$ cat config.mk
export PLATFORM = sky130hd
export DESIGN_NAME = tmr_top
export DESIGN_NICKNAME = d
export VERILOG_FILES = /design/src/rtl/tmr_pkg.sv /design/src/rtl/tmr_prescaler.sv /design/src/rtl/tmr_counter.sv /design/src/rtl/tmr_capture_bank.sv /design/src/rtl/tmr_top.sv
export SDC_FILE = /design/constraint.sdc
export NUM_CORES = 1
export LEC_CHECK = 0
export BUFFER_PORTS_ARGS = -buffer_cell sky130_fd_sc_hd__buf_2
export CORE_AREA = 3 3 100 102
export DETAILED_ROUTE_END_ITERATION = 12
export DIE_AREA = 0 0 103 105
export PLACE_DENSITY = 0.73
export SETUP_SLACK_MARGIN = 0.2
export SYNTH_ARGS = -nofsm -noshare
export SYNTH_HDL_FRONTEND = slang
export SYNTH_SLANG_ARGS = --single-unit
$ cat constraint.sdc
create_clock -name clk_i -period 2.3 [get_ports clk_i]
set_clock_uncertainty 0.2 [all_clocks]
set_input_delay 0.46 -clock clk_i [delete_from_list [all_inputs] [get_ports clk_i]]
set_output_delay 0.46 -clock clk_i [all_outputs]
set_load 0.05 [all_outputs]
$ cat src/rtl/tmr_pkg.sv
package tmr_pkg;
    localparam int CNT_W  = 16;
    localparam int BYTE_W = 8;
    localparam int N_CAP  = 3;
    localparam int SEL_W  = 2;
    localparam int PRE_W  = 4;
    localparam int ADDR_W = 4;

    typedef enum logic [ADDR_W-1:0] {
        A_CNT_HI   = 4'd0,
        A_CNT_LO   = 4'd1,
        A_CAP1_HI  = 4'd2,
        A_CAP1_LO  = 4'd3,
        A_CAP2_HI  = 4'd4,
        A_CAP2_LO  = 4'd5,
        A_CAP3_HI  = 4'd6,
        A_CAP3_LO  = 4'd7,
        A_CAP_MASK = 4'd8,
        A_CAP_FLAG = 4'd9,
        A_CTL      = 4'd10,
        A_OVF_FLAG = 4'd11
    } reg_addr_e;

    typedef struct packed {
        logic             ovf_en;
        logic [SEL_W-1:0] sel;
    } ctl_t;

    // low bits of the pre-divider that must all be one for a count step
    function automatic logic [PRE_W-1:0] div_mask(input logic [SEL_W-1:0] sel);
        case (sel)
            2'd0:    div_mask = 4'h0;
            2'd1:    div_mask = 4'h3;
            2'd2:    div_mask = 4'h7;
            default: div_mask = 4'hF;
        endcase
    endfunction
endpackage

$ cat src/rtl/tmr_prescaler.sv
module tmr_prescaler
    import tmr_pkg::*;
#(
    parameter int PW = PRE_W,
    parameter int SW = SEL_W
) (
    input  logic          clk_i,
    input  logic          rst_i,
    input  logic [SW-1:0] sel_i,
    output logic          tick_o
);
    logic [PW-1:0] pre_q;
    logic [PW-1:0] msk;

    always_ff @(posedge clk_i) begin
        if (rst_i) pre_q <= '0;
        else       pre_q <= pre_q + 1'b1;
    end

    always_comb begin
        msk    = PW'(div_mask(sel_i));
        tick_o = (pre_q & msk) == msk;
    end
endmodule

$ cat src/rtl/tmr_counter.sv
module tmr_counter #(
    parameter int W = 16
) (
    input  logic         clk_i,
    input  logic         rst_i,
    input  logic         tick_i,
    output logic [W-1:0] cnt_o,
    output logic         wrap_o
);
    logic [W-1:0] cnt_q;

    always_ff @(posedge clk_i) begin
        if (rst_i)       cnt_q <= '0;
        else if (tick_i) cnt_q <= cnt_q + 1'b1;
    end

    assign cnt_o  = cnt_q;
    assign wrap_o = tick_i && (&cnt_q);
endmodule

$ cat src/rtl/tmr_capture_bank.sv
module tmr_capture_bank #(
    parameter int W = 16,
    parameter int N = 3
) (
    input  logic                clk_i,
    input  logic                rst_i,
    input  logic [N-1:0]        stb_i,
    input  logic [W-1:0]        cnt_i,
    output logic [N-1:0][W-1:0] val_o
);
    for (genvar g = 0; g < N; g++) begin : g_ch
        logic [W-1:0] hold_q;
        always_ff @(posedge clk_i) begin
            if (rst_i)         hold_q <= '0;
            else if (stb_i[g]) hold_q <= cnt_i;
        end
        assign val_o[g] = hold_q;
    end
endmodule

$ cat src/rtl/tmr_top.sv
module tmr_top
    import tmr_pkg::*;
#(
    parameter int LOCK_CYCLES = 64
) (
    input  logic              clk_i,
    input  logic              rst_i,
    input  logic [ADDR_W-1:0] addr_i,
    input  logic              wr_en_i,
    input  logic [BYTE_W-1:0] wr_data_i,
    input  logic              rd_en_i,
    output logic [BYTE_W-1:0] rd_data_o,
    input  logic [N_CAP-1:0]  cap_stb_i,
    output logic              ovf_irq_o,
    output logic              cap_irq_o
);
    localparam int AGE_W = $clog2(LOCK_CYCLES + 1);

    logic [AGE_W-1:0]            age_q;
    logic                        sel_open;
    ctl_t                        ctl_q, ctl_d;
    logic [N_CAP-1:0]            cap_mask_q, cap_flag_q, cap_flag_d, cap_clr;
    logic                        ovf_flag_q, ovf_flag_d, ovf_clr;
    logic [BYTE_W-1:0]           lo_hold_q, rd_data_q, rd_mux;
    logic                        ovf_irq_q, cap_irq_q;
    logic                        tick, wrap;
    logic [CNT_W-1:0]            cnt_q;
    logic [N_CAP-1:0][CNT_W-1:0] cap_val;

    tmr_prescaler #(.PW(PRE_W), .SW(SEL_W)) u_pre (
        .clk_i(clk_i), .rst_i(rst_i), .sel_i(ctl_q.sel), .tick_o(tick));

    tmr_counter #(.W(CNT_W)) u_cnt (
        .clk_i(clk_i), .rst_i(rst_i), .tick_i(tick), .cnt_o(cnt_q), .wrap_o(wrap));

    tmr_capture_bank #(.W(CNT_W), .N(N_CAP)) u_cap (
        .clk_i(clk_i), .rst_i(rst_i), .stb_i(cap_stb_i), .cnt_i(cnt_q), .val_o(cap_val));

    assign sel_open = age_q < AGE_W'(LOCK_CYCLES);

    always_comb begin
        ctl_d = ctl_q;
        if (wr_en_i && addr_i == A_CTL) begin
            ctl_d.ovf_en = wr_data_i[BYTE_W-1];
            ctl_d.sel    = sel_open ? wr_data_i[SEL_W-1:0] : ctl_q.sel;
        end
        cap_clr    = (wr_en_i && addr_i == A_CAP_FLAG) ? wr_data_i[N_CAP-1:0] : '0;
        ovf_clr    = wr_en_i && addr_i == A_OVF_FLAG && wr_data_i[BYTE_W-1];
        cap_flag_d = (cap_flag_q & ~cap_clr) | cap_stb_i;
        ovf_flag_d = (ovf_flag_q & ~ovf_clr) | wrap;
    end

    always_comb begin
        rd_mux = '0;
        case (reg_addr_e'(addr_i))
            A_CNT_HI:   rd_mux = cnt_q[CNT_W-1 -: BYTE_W];
            A_CNT_LO:   rd_mux = lo_hold_q;
            A_CAP_MASK: rd_mux = BYTE_W'(cap_mask_q);
            A_CAP_FLAG: rd_mux = BYTE_W'(cap_flag_q);
            A_CTL:      rd_mux = {ctl_q.ovf_en, {(BYTE_W-1-SEL_W){1'b0}}, ctl_q.sel};
            A_OVF_FLAG: rd_mux = {ovf_flag_q, {(BYTE_W-1){1'b0}}};
            default:    rd_mux = '0;
        endcase
        for (int c = 0; c < N_CAP; c++) begin
            if (addr_i[ADDR_W-1:1] == (ADDR_W-1)'(c + 1))
                rd_mux = addr_i[0] ? cap_val[N_CAP-1-c][BYTE_W-1:0]
                                   : cap_val[N_CAP-1-c][CNT_W-1 -: BYTE_W];
        end
    end

    always_ff @(posedge clk_i) begin
        if (rst_i) begin
            age_q      <= '0;
            ctl_q      <= '0;
            cap_mask_q <= '0;
            cap_flag_q <= '0;
            ovf_flag_q <= 1'b0;
            lo_hold_q  <= '0;
            rd_data_q  <= '0;
            ovf_irq_q  <= 1'b0;
            cap_irq_q  <= 1'b0;
        end else begin
            if (sel_open) age_q <= age_q + 1'b1;
            ctl_q      <= ctl_d;
            cap_flag_q <= cap_flag_d;
            ovf_flag_q <= ovf_flag_d;
            if (wr_en_i && addr_i == A_CAP_MASK) cap_mask_q <= wr_data_i[N_CAP-1:0];
            if (rd_en_i) begin
                rd_data_q <= rd_mux;
                if (addr_i == A_CNT_HI) lo_hold_q <= cnt_q[BYTE_W-1:0];
            end
            ovf_irq_q <= ovf_flag_q & ctl_q.ovf_en;
            cap_irq_q <= |(cap_flag_q & cap_mask_q);
        end
    end

    assign rd_data_o = rd_data_q;
    assign ovf_irq_o = ovf_irq_q;
    assign cap_irq_o = cap_irq_q;
endmodule

# After elaboration in Yosys (flattened, before gate mapping)

Index checks and enable logic that the tools add are counted.

Muxes and demuxes: 9
Divide/modulo/power cells: 0
Shifts and indexed selects: 0
Order comparisons: 1
Eq/ne operators: 11
$add $sub $neg: 3
Bitwise operators: 9
$mul: 0
Reduce and logical (&&, ||, !) cells: 12

Operators with widths:

| kind                                          | count |
|---|---|
| 2-to-1 mux 8 bit                              | 6 |
| one-hot mux 8 bit (6 select lines)            | 1 |
| adder 16 x 1 -> 16 bit, second input constant | 1 |
| == test 4 bit, second input constant          | 4 |
| AND reduction 16 bit                          | 1 |
| one-hot mux 4 bit (3 select lines)            | 1 |
| adder 7 x 1 -> 7 bit, second input constant   | 1 |
| < comparator 7 bit, second input constant     | 1 |
| bitwise AND 3 bit                             | 2 |
| == test 3 x 2 -> 1 bit, second input constant | 2 |
| logical AND 1 bit                             | 6 |
| adder 4 x 1 -> 4 bit, second input constant   | 1 |
| bitwise AND 4 bit                             | 1 |
| == test 4 x 1 -> 1 bit, second input constant | 1 |
| == test 4 bit                                 | 1 |
| logical NOT 4 bit                             | 1 |
| AND reduction 2 bit                           | 2 |
| == test 3 x 1 -> 1 bit, second input constant | 1 |
| 2-to-1 mux 3 bit                              | 1 |
| inverter 3 bit                                | 1 |
| bitwise OR 3 bit                              | 1 |
| OR reduction 3 bit                            | 1 |
| bitwise AND 1 bit                             | 2 |
| == test 2 x 1 -> 1 bit, second input constant | 1 |
| other kinds (4)                               | 4 |

Bits in writable memories: 0
Word-level logic and storage cells: 60
Memory bits (read-only): 0
Bits in latches: 0
Register bits: 103
Memories kept: 0
Input port bits: 19

# Longest topological paths before layout

Depth in word-level cells: 6
Depth in mapped cells: 7

# By module

Synthesis repeated with hierarchy kept, for this count alone.

Cells, all modules: 487
Area, all modules: 4708.3 um^2

Modules (own cells, without submodules):

| module           | cells an instance | area an instance (um^2) | times used | sequential area each (um^2) |
|---|---|---|---|---|
| tmr_top          | 230               | 2043.2                  | 1          | 700.7 |
| tmr_capture_bank | 155               | 1737.9                  | 1          | 960.9 |
| tmr_counter      | 85                | 767.0                   | 1          | 320.3 |
| tmr_prescaler    | 17                | 160.2                   | 1          | 80.1 |

# Least setup slack after synthesis

No wires, ideal clock.

Kind: input to register
From: input addr_i[3]
To: register lo_hold_q[0]
Library setup time: 128 ps
Buffers on the path: 1
Path slack: 366 ps
Stages on the path: 5
Arrival time: 1606 ps
Required time: 1972 ps
Cells stage by stage: or3_1 > or3b_1 > buf_2 > mux2i_1 > nor2_1

Cells in the longest elaborated chain, start to end: 2

RTL lines:

| what                                 | line          | RTL |
|---|---|---|
| start, declared                      | tmr_top.sv:8  | `input logic [ADDR_W-1:0] addr_i,` |
| logical NOT 4 bit                    | tmr_top.sv:90 | `if (addr_i == A_CNT_HI) lo_hold_q <= cnt_q[BYTE_W-1:0];` |
| AND reduction 2 bit (no source line) | -             |  |
| end signal, assigned                 | tmr_top.sv:90 |  |
| end, declared                        | tmr_top.sv:24 | `logic [BYTE_W-1:0] lo_hold_q, rd_data_q, rd_mux;` |

No other way between the ends.
A chain may end at the register's enable or synchronous reset.

# Worst setup path after layout

From: register u_cnt.cnt_q[8], in the netlist u_cnt.cnt_o[8]
To: register ovf_flag_q

Cells in the longest elaborated chain, start to end: 3

RTL lines:

| what                   | line              | RTL |
|---|---|---|
| start, declared        | tmr_counter.sv:10 | `logic [W-1:0] cnt_q;` |
| start signal, assigned | tmr_counter.sv:14 | `else if (tick_i) cnt_q <= cnt_q + 1'b1;` |
| AND reduction 16 bit   | tmr_counter.sv:18 | `assign wrap_o = tick_i && (&cnt_q);` |
| logical AND 1 bit      | tmr_counter.sv:18 |  |
| bitwise OR 1 bit       | tmr_top.sv:50     | `ovf_flag_d = (ovf_flag_q & ~ovf_clr) \| wrap;` |
| end signal, assigned   | tmr_top.sv:86     | `ovf_flag_q <= ovf_flag_d;` |
| end, declared          | tmr_top.sv:23     | `logic ovf_flag_q, ovf_flag_d, ovf_clr;` |

No other way between the ends.

==> report_table.html <==
<table>
<tr><th>Metric</th><th>Value</th></tr>
<tr><th colspan="2">Synth</th></tr>
<tr><td>Instance count of the mapped netlist</td><td>between 400 and 500</td></tr>
<tr><td>Main synth FF type</td><td>dfxtp_1</td></tr>
<tr><td>Yosys warning total</td><td>0</td></tr>
<tr><td>Most instantiated library cell after synthesis</td><td>nor2_1</td></tr>
<tr><td>Count of state elements after synthesis</td><td>103</td></tr>
<tr><td>Most area-hungry cell type in the Yosys netlist</td><td>dfxtp_1</td></tr>
<tr><td>Post-synth design cell area</td><td>around 4500 um2</td></tr>
<tr><td>Most frequent cells after synthesis</td><td>105 x nor2_1, 103 x dfxtp_1, 88 x mux2i_1</td></tr>
<tr><td>Ys async rst share</td><td>0</td></tr>
<tr><td>Net count after synthesis</td><td>a little over 500</td></tr>
<tr><td>Proportion of synthesized chip area in sequential cells</td><td>0.454</td></tr>
<tr><td>Library cells used by synthesis</td><td>between 40 and 50</td></tr>
<tr><td>Synth top area share</td><td>0.454</td></tr>
<tr><td>Average footprint of a synthesized cell</td><td>slightly above 9 um2</td></tr>
<tr><td>Top cells by area, synth</td><td>dfxtp_1 45%, mux2i_1 19%, nor2_1 8.7%</td></tr>
<tr><td>Number of flops mapped to enable cells by yosys</td><td>0</td></tr>
<tr><th colspan="2">Power and ir drop</th></tr>
<tr><td>Total leakage power</td><td>roughly 2.2 nW</td></tr>
<tr><td>Power per unit of standard cell area</td><td>roughly 670 nW/um2</td></tr>
<tr><td>Clk network pwr share</td><td>0.367</td></tr>
<tr><td>Maximum vdd ir drop</td><td>286 uV</td></tr>
<tr><td>Design internal power</td><td>2.57 mW</td></tr>
<tr><td>Reg power frac</td><td>0.544</td></tr>
<tr><td>Switching fraction of total power</td><td>0.243</td></tr>
<tr><td>Total design power</td><td>3.39 mW</td></tr>
<tr><td>Switching Power</td><td>slightly above 0.8 mW</td></tr>
<tr><td>Fraction of power consumed by combinational cells</td><td>0.088</td></tr>
<tr><th colspan="2">Worst hold path</th></tr>
<tr><td>Worst hold stages</td><td>3</td></tr>
<tr><td>Hold Crit Class</td><td>in -&gt; reg</td></tr>
<tr><th colspan="2">Route</th></tr>
<tr><td>First-pass detailed-route iteration total</td><td>7</td></tr>
<tr><td>Post-route DRC violation count</td><td>0</td></tr>
<tr><td>Vias per Instance</td><td>~5.6</td></tr>
<tr><td>Total Wirelength</td><td>between 10,000 and 15,000 um</td></tr>
<tr><td>Avg WL per Cell</td><td>about 16 um</td></tr>
<tr><td>Antenna Violating Nets Remaining</td><td>0</td></tr>
<tr><td>First DRT Iteration DRCs</td><td>between 200 and 300</td></tr>
<tr><td>Via count of the routed design</td><td>between 3,000 and 4,000</td></tr>
<tr><th colspan="2">Floorplanning</th></tr>
<tr><td>Effective utilization at floorplan</td><td>0.494</td></tr>
<tr><td>Full die area</td><td>approximately 11,000 um2</td></tr>
<tr><td>Row Count</td><td>35</td></tr>
<tr><td>Boundary pin count</td><td>29</td></tr>
<tr><td>Vertical die dimension</td><td>105 um</td></tr>
<tr><td>X dimension of the die</td><td>just over 100 um</td></tr>
<tr><td>Core region area</td><td>approximately 9000 um2</td></tr>
<tr><th colspan="2">STA</th></tr>
<tr><td>Post-layout min period</td><td>1970 ps</td></tr>
<tr><td>Number of failing hold endpoints at the final stage</td><td>0</td></tr>
<tr><td>Sum Neg Setup Slack</td><td>0 ps</td></tr>
<tr><td>Slew headroom</td><td>0.611</td></tr>
<tr><td>Setup repair after global routing missed its margin</td><td>false</td></tr>
<tr><td>Max-slew violation total from the final report</td><td>0</td></tr>
<tr><td>Highest clock frequency the design can meet</td><td>just over 0.5 GHz</td></tr>
<tr><td>Final setup violation count</td><td>0</td></tr>
<tr><td>Final-layout worst hold slack</td><td>roughly 140 ps</td></tr>
<tr><td>Slew @ Worst Pin</td><td>around 600 ps</td></tr>
<tr><td>Final period util</td><td>0.857</td></tr>
<tr><th colspan="2">Clock tree</th></tr>
<tr><td>Root Buffer</td><td>clkbuf_8</td></tr>
<tr><td>Insertion delay of the later-clocked pin in the worst-skew pair</td><td>roughly 370 ps</td></tr>
<tr><td>Num CTS Buffers</td><td>9</td></tr>
<tr><td>CTS tree</td><td>built</td></tr>
<tr><td>Count of H-tree levels built during CTS</td><td>3</td></tr>
<tr><td>Clock sink count</td><td>between 100 and 150</td></tr>
<tr><td>Post-CTS clock slew at the launch and capture registers of the worst setup and hold paths</td><td>~100 ps</td></tr>
<tr><td>Maximum root-to-sink buffer count</td><td>2</td></tr>
<tr><td># hold bufs at CTS</td><td>0</td></tr>
<tr><td>Number of buffers inserted to repair setup after CTS</td><td>0</td></tr>
<tr><th colspan="2">Final layout</th></tr>
<tr><td># nets final</td><td>about 530</td></tr>
<tr><td>Area grow syn2layout</td><td>11.2%</td></tr>
<tr><td>Share of cells above drive strength 1</td><td>0.146</td></tr>
<tr><td>Final non-filler cell total</td><td>624</td></tr>
<tr><td>Antenna diodes</td><td>0</td></tr>
<tr><td>Fin util</td><td>0.549</td></tr>
<tr><th colspan="2">Flow run</th></tr>
<tr><td>Maximum capacitance violations</td><td>0</td></tr>
<tr><th colspan="2">Worst setup path</th></tr>
<tr><td>Data arrival time of the critical path</td><td>around 2100 ps</td></tr>
<tr><td>Worst path required time</td><td>2400 ps</td></tr>
<tr><td>Maximum net fanout on the critical path</td><td>8</td></tr>
<tr><td>Type of the worst setup path</td><td>reg -&gt; reg</td></tr>
<tr><td>Startpoint kind of the worst setup timing path</td><td>flip-flop</td></tr>
<tr><td>Nature of the critical path endpoint</td><td>flip-flop</td></tr>
<tr><td>R2R cell count</td><td>5</td></tr>
<tr><th colspan="2">Global routing</th></tr>
<tr><td>GR Util All Layers</td><td>0.195</td></tr>
<tr><td>Largest net degree at the start of global routing</td><td>48</td></tr>
<tr><td>Number of antenna violations at the first check in global routing</td><td>0</td></tr>
<tr><td>Number of global-route vias before repair</td><td>between 3,000 and 4,000</td></tr>
<tr><td>Global-route wire length before repair</td><td>16,600 um</td></tr>
<tr><td>Global route overflow</td><td>0</td></tr>
<tr><th colspan="2">Outcome</th></tr>
<tr><td>Status</td><td>completed</td></tr>
<tr><th colspan="2">Placement</th></tr>
<tr><td>Final estimated routing congestion in global placement</td><td>0.828</td></tr>
<tr><td>Count of buffers from port buffering</td><td>24</td></tr>
<tr><td>Detailed Place HPWL</td><td>slightly below 7000 um</td></tr>
<tr><td>Number of placed instances, taps included</td><td>609</td></tr>
</table>
==> per-stage QoR <==
stage | worst slack, ps | instance area [um2]
2_1_floorplan | 366 | 4540
3_3_place_gp | 111 | 4830
3_5_place_dp | 84.6 | 4830
4_1_cts | 287 | 5040
5_1_grt | 218 | 5050
6_report | 329 | 5050
==> cell families after synthesis <==
kind of cell / synth area share
buffers and inverters: 0.0330
and+or+nand+nor: 0.193
xor gates and xnor gates: 0.0386
AOI/OAI and AO/OA: 0.0600
DFF: 0.454
adders and majority gates: 0.00826
muxes: 0.214
==> state kept, by name, indices dropped and copies added (netlist names) <==
| signal | flops |
|---|---|
| u_cnt.cnt_o | 16 |
| age_q | 7 |
| ovf_flag_q | 1 |
| cap_irq_o | 1 |
| u_cap.g_ch.hold_q | 48 |
| u_pre.pre_q | 4 |
| cap_flag_q | 3 |
| ctl_q | 3 |
| rd_data_o | 8 |
| lo_hold_q | 8 |
| ovf_irq_o | 1 |
| cap_mask_q | 3 |
==> routing by layer <==
metal	up-vias	global-route usage	routed length, um
met1	1701	0.254	4670
met4	0	0.0768	166
li1	1719	-	-
met2	73	0.315	4830
met3	14	0.0334	436
met5	-	0	0
==> worst max-delay path, cell delays in order, from the launching register on <==
cell and delay, ps:
dfxtp_1 520, nand3_1 210, nor4_4 250, nand3_2 140
or4b_1 500, o21ai_0 80
==> repair_timing <==
action / CTS / global route
endpoints found under the hold margin: 0 / 0
setup endpoints to repair: 0 / 2
resized for setup: 0 / 2
==> layout make-up <==
| type | count | area [um2] |
|---|---|---|
| inverters | 1 | 3.75 |
| clock inverters | 5 | 81.3 |
| well taps | 111 | 139 |
| multi-input cells | 349 | 2340 |
| clock buffers | 10 | 138 |
| repair buffers | 45 | 290 |
| fillers | 813 | 4140 |
| flip-flops and latches | 103 | 2060 |
==> power groups by stage <==
| stage | clock network (mW) | registers (mW) | logic, mW |
|---|---|---|---|
| 6_report | 1.25 | 1.85 | 0.300 |
| 5_1_grt | 1.35 | 1.85 | 0.325 |
| 4_1_cts | 1.27 | 1.85 | 0.298 |
| 3_5_place_dp | 0 | 1.89 | 0.297 |
| 3_3_place_gp | 0 | 1.89 | 0.290 |
| 2_1_floorplan | 0 | 1.91 | 0.183 |
==> final timing paths <==
check	startpoint	end	slack, ps
max	u_cnt.cnt_o[8]$_SDFFE_PP0P_	ovf_flag_q$_SDFF_PP0_	330
min reg2reg	ovf_flag_q$_SDFF_PP0_	ovf_irq_o$_SDFF_PP0_	260
min	wr_data_i[2]	cap_mask_q[2]$_SDFFE_PP0P_	140
max reg2reg	u_cnt.cnt_o[8]$_SDFFE_PP0P_	ovf_flag_q$_SDFF_PP0_	330
==> cells in the final DEF, fill, tap and decap left out, drive strengths merged, types with 3 or more instances in the layout <==
| cell | n |
|---|---|
| nand2 | 24 |
| or3 | 3 |
| clkbuf | 10 |
| mux2i | 88 |
| nand3 | 20 |
| nor2 | 105 |
| buf | 45 |
| xor2 | 18 |
| mux2 | 6 |
| nor3 | 7 |
| ha | 3 |
| o32ai | 4 |
| a31oi | 4 |
| a21oi | 11 |
| dfxtp | 103 |
| o21ai | 15 |
| o22ai | 4 |
| nand4 | 6 |
| nor2b | 9 |
Power figures use the tool's default switching activity.
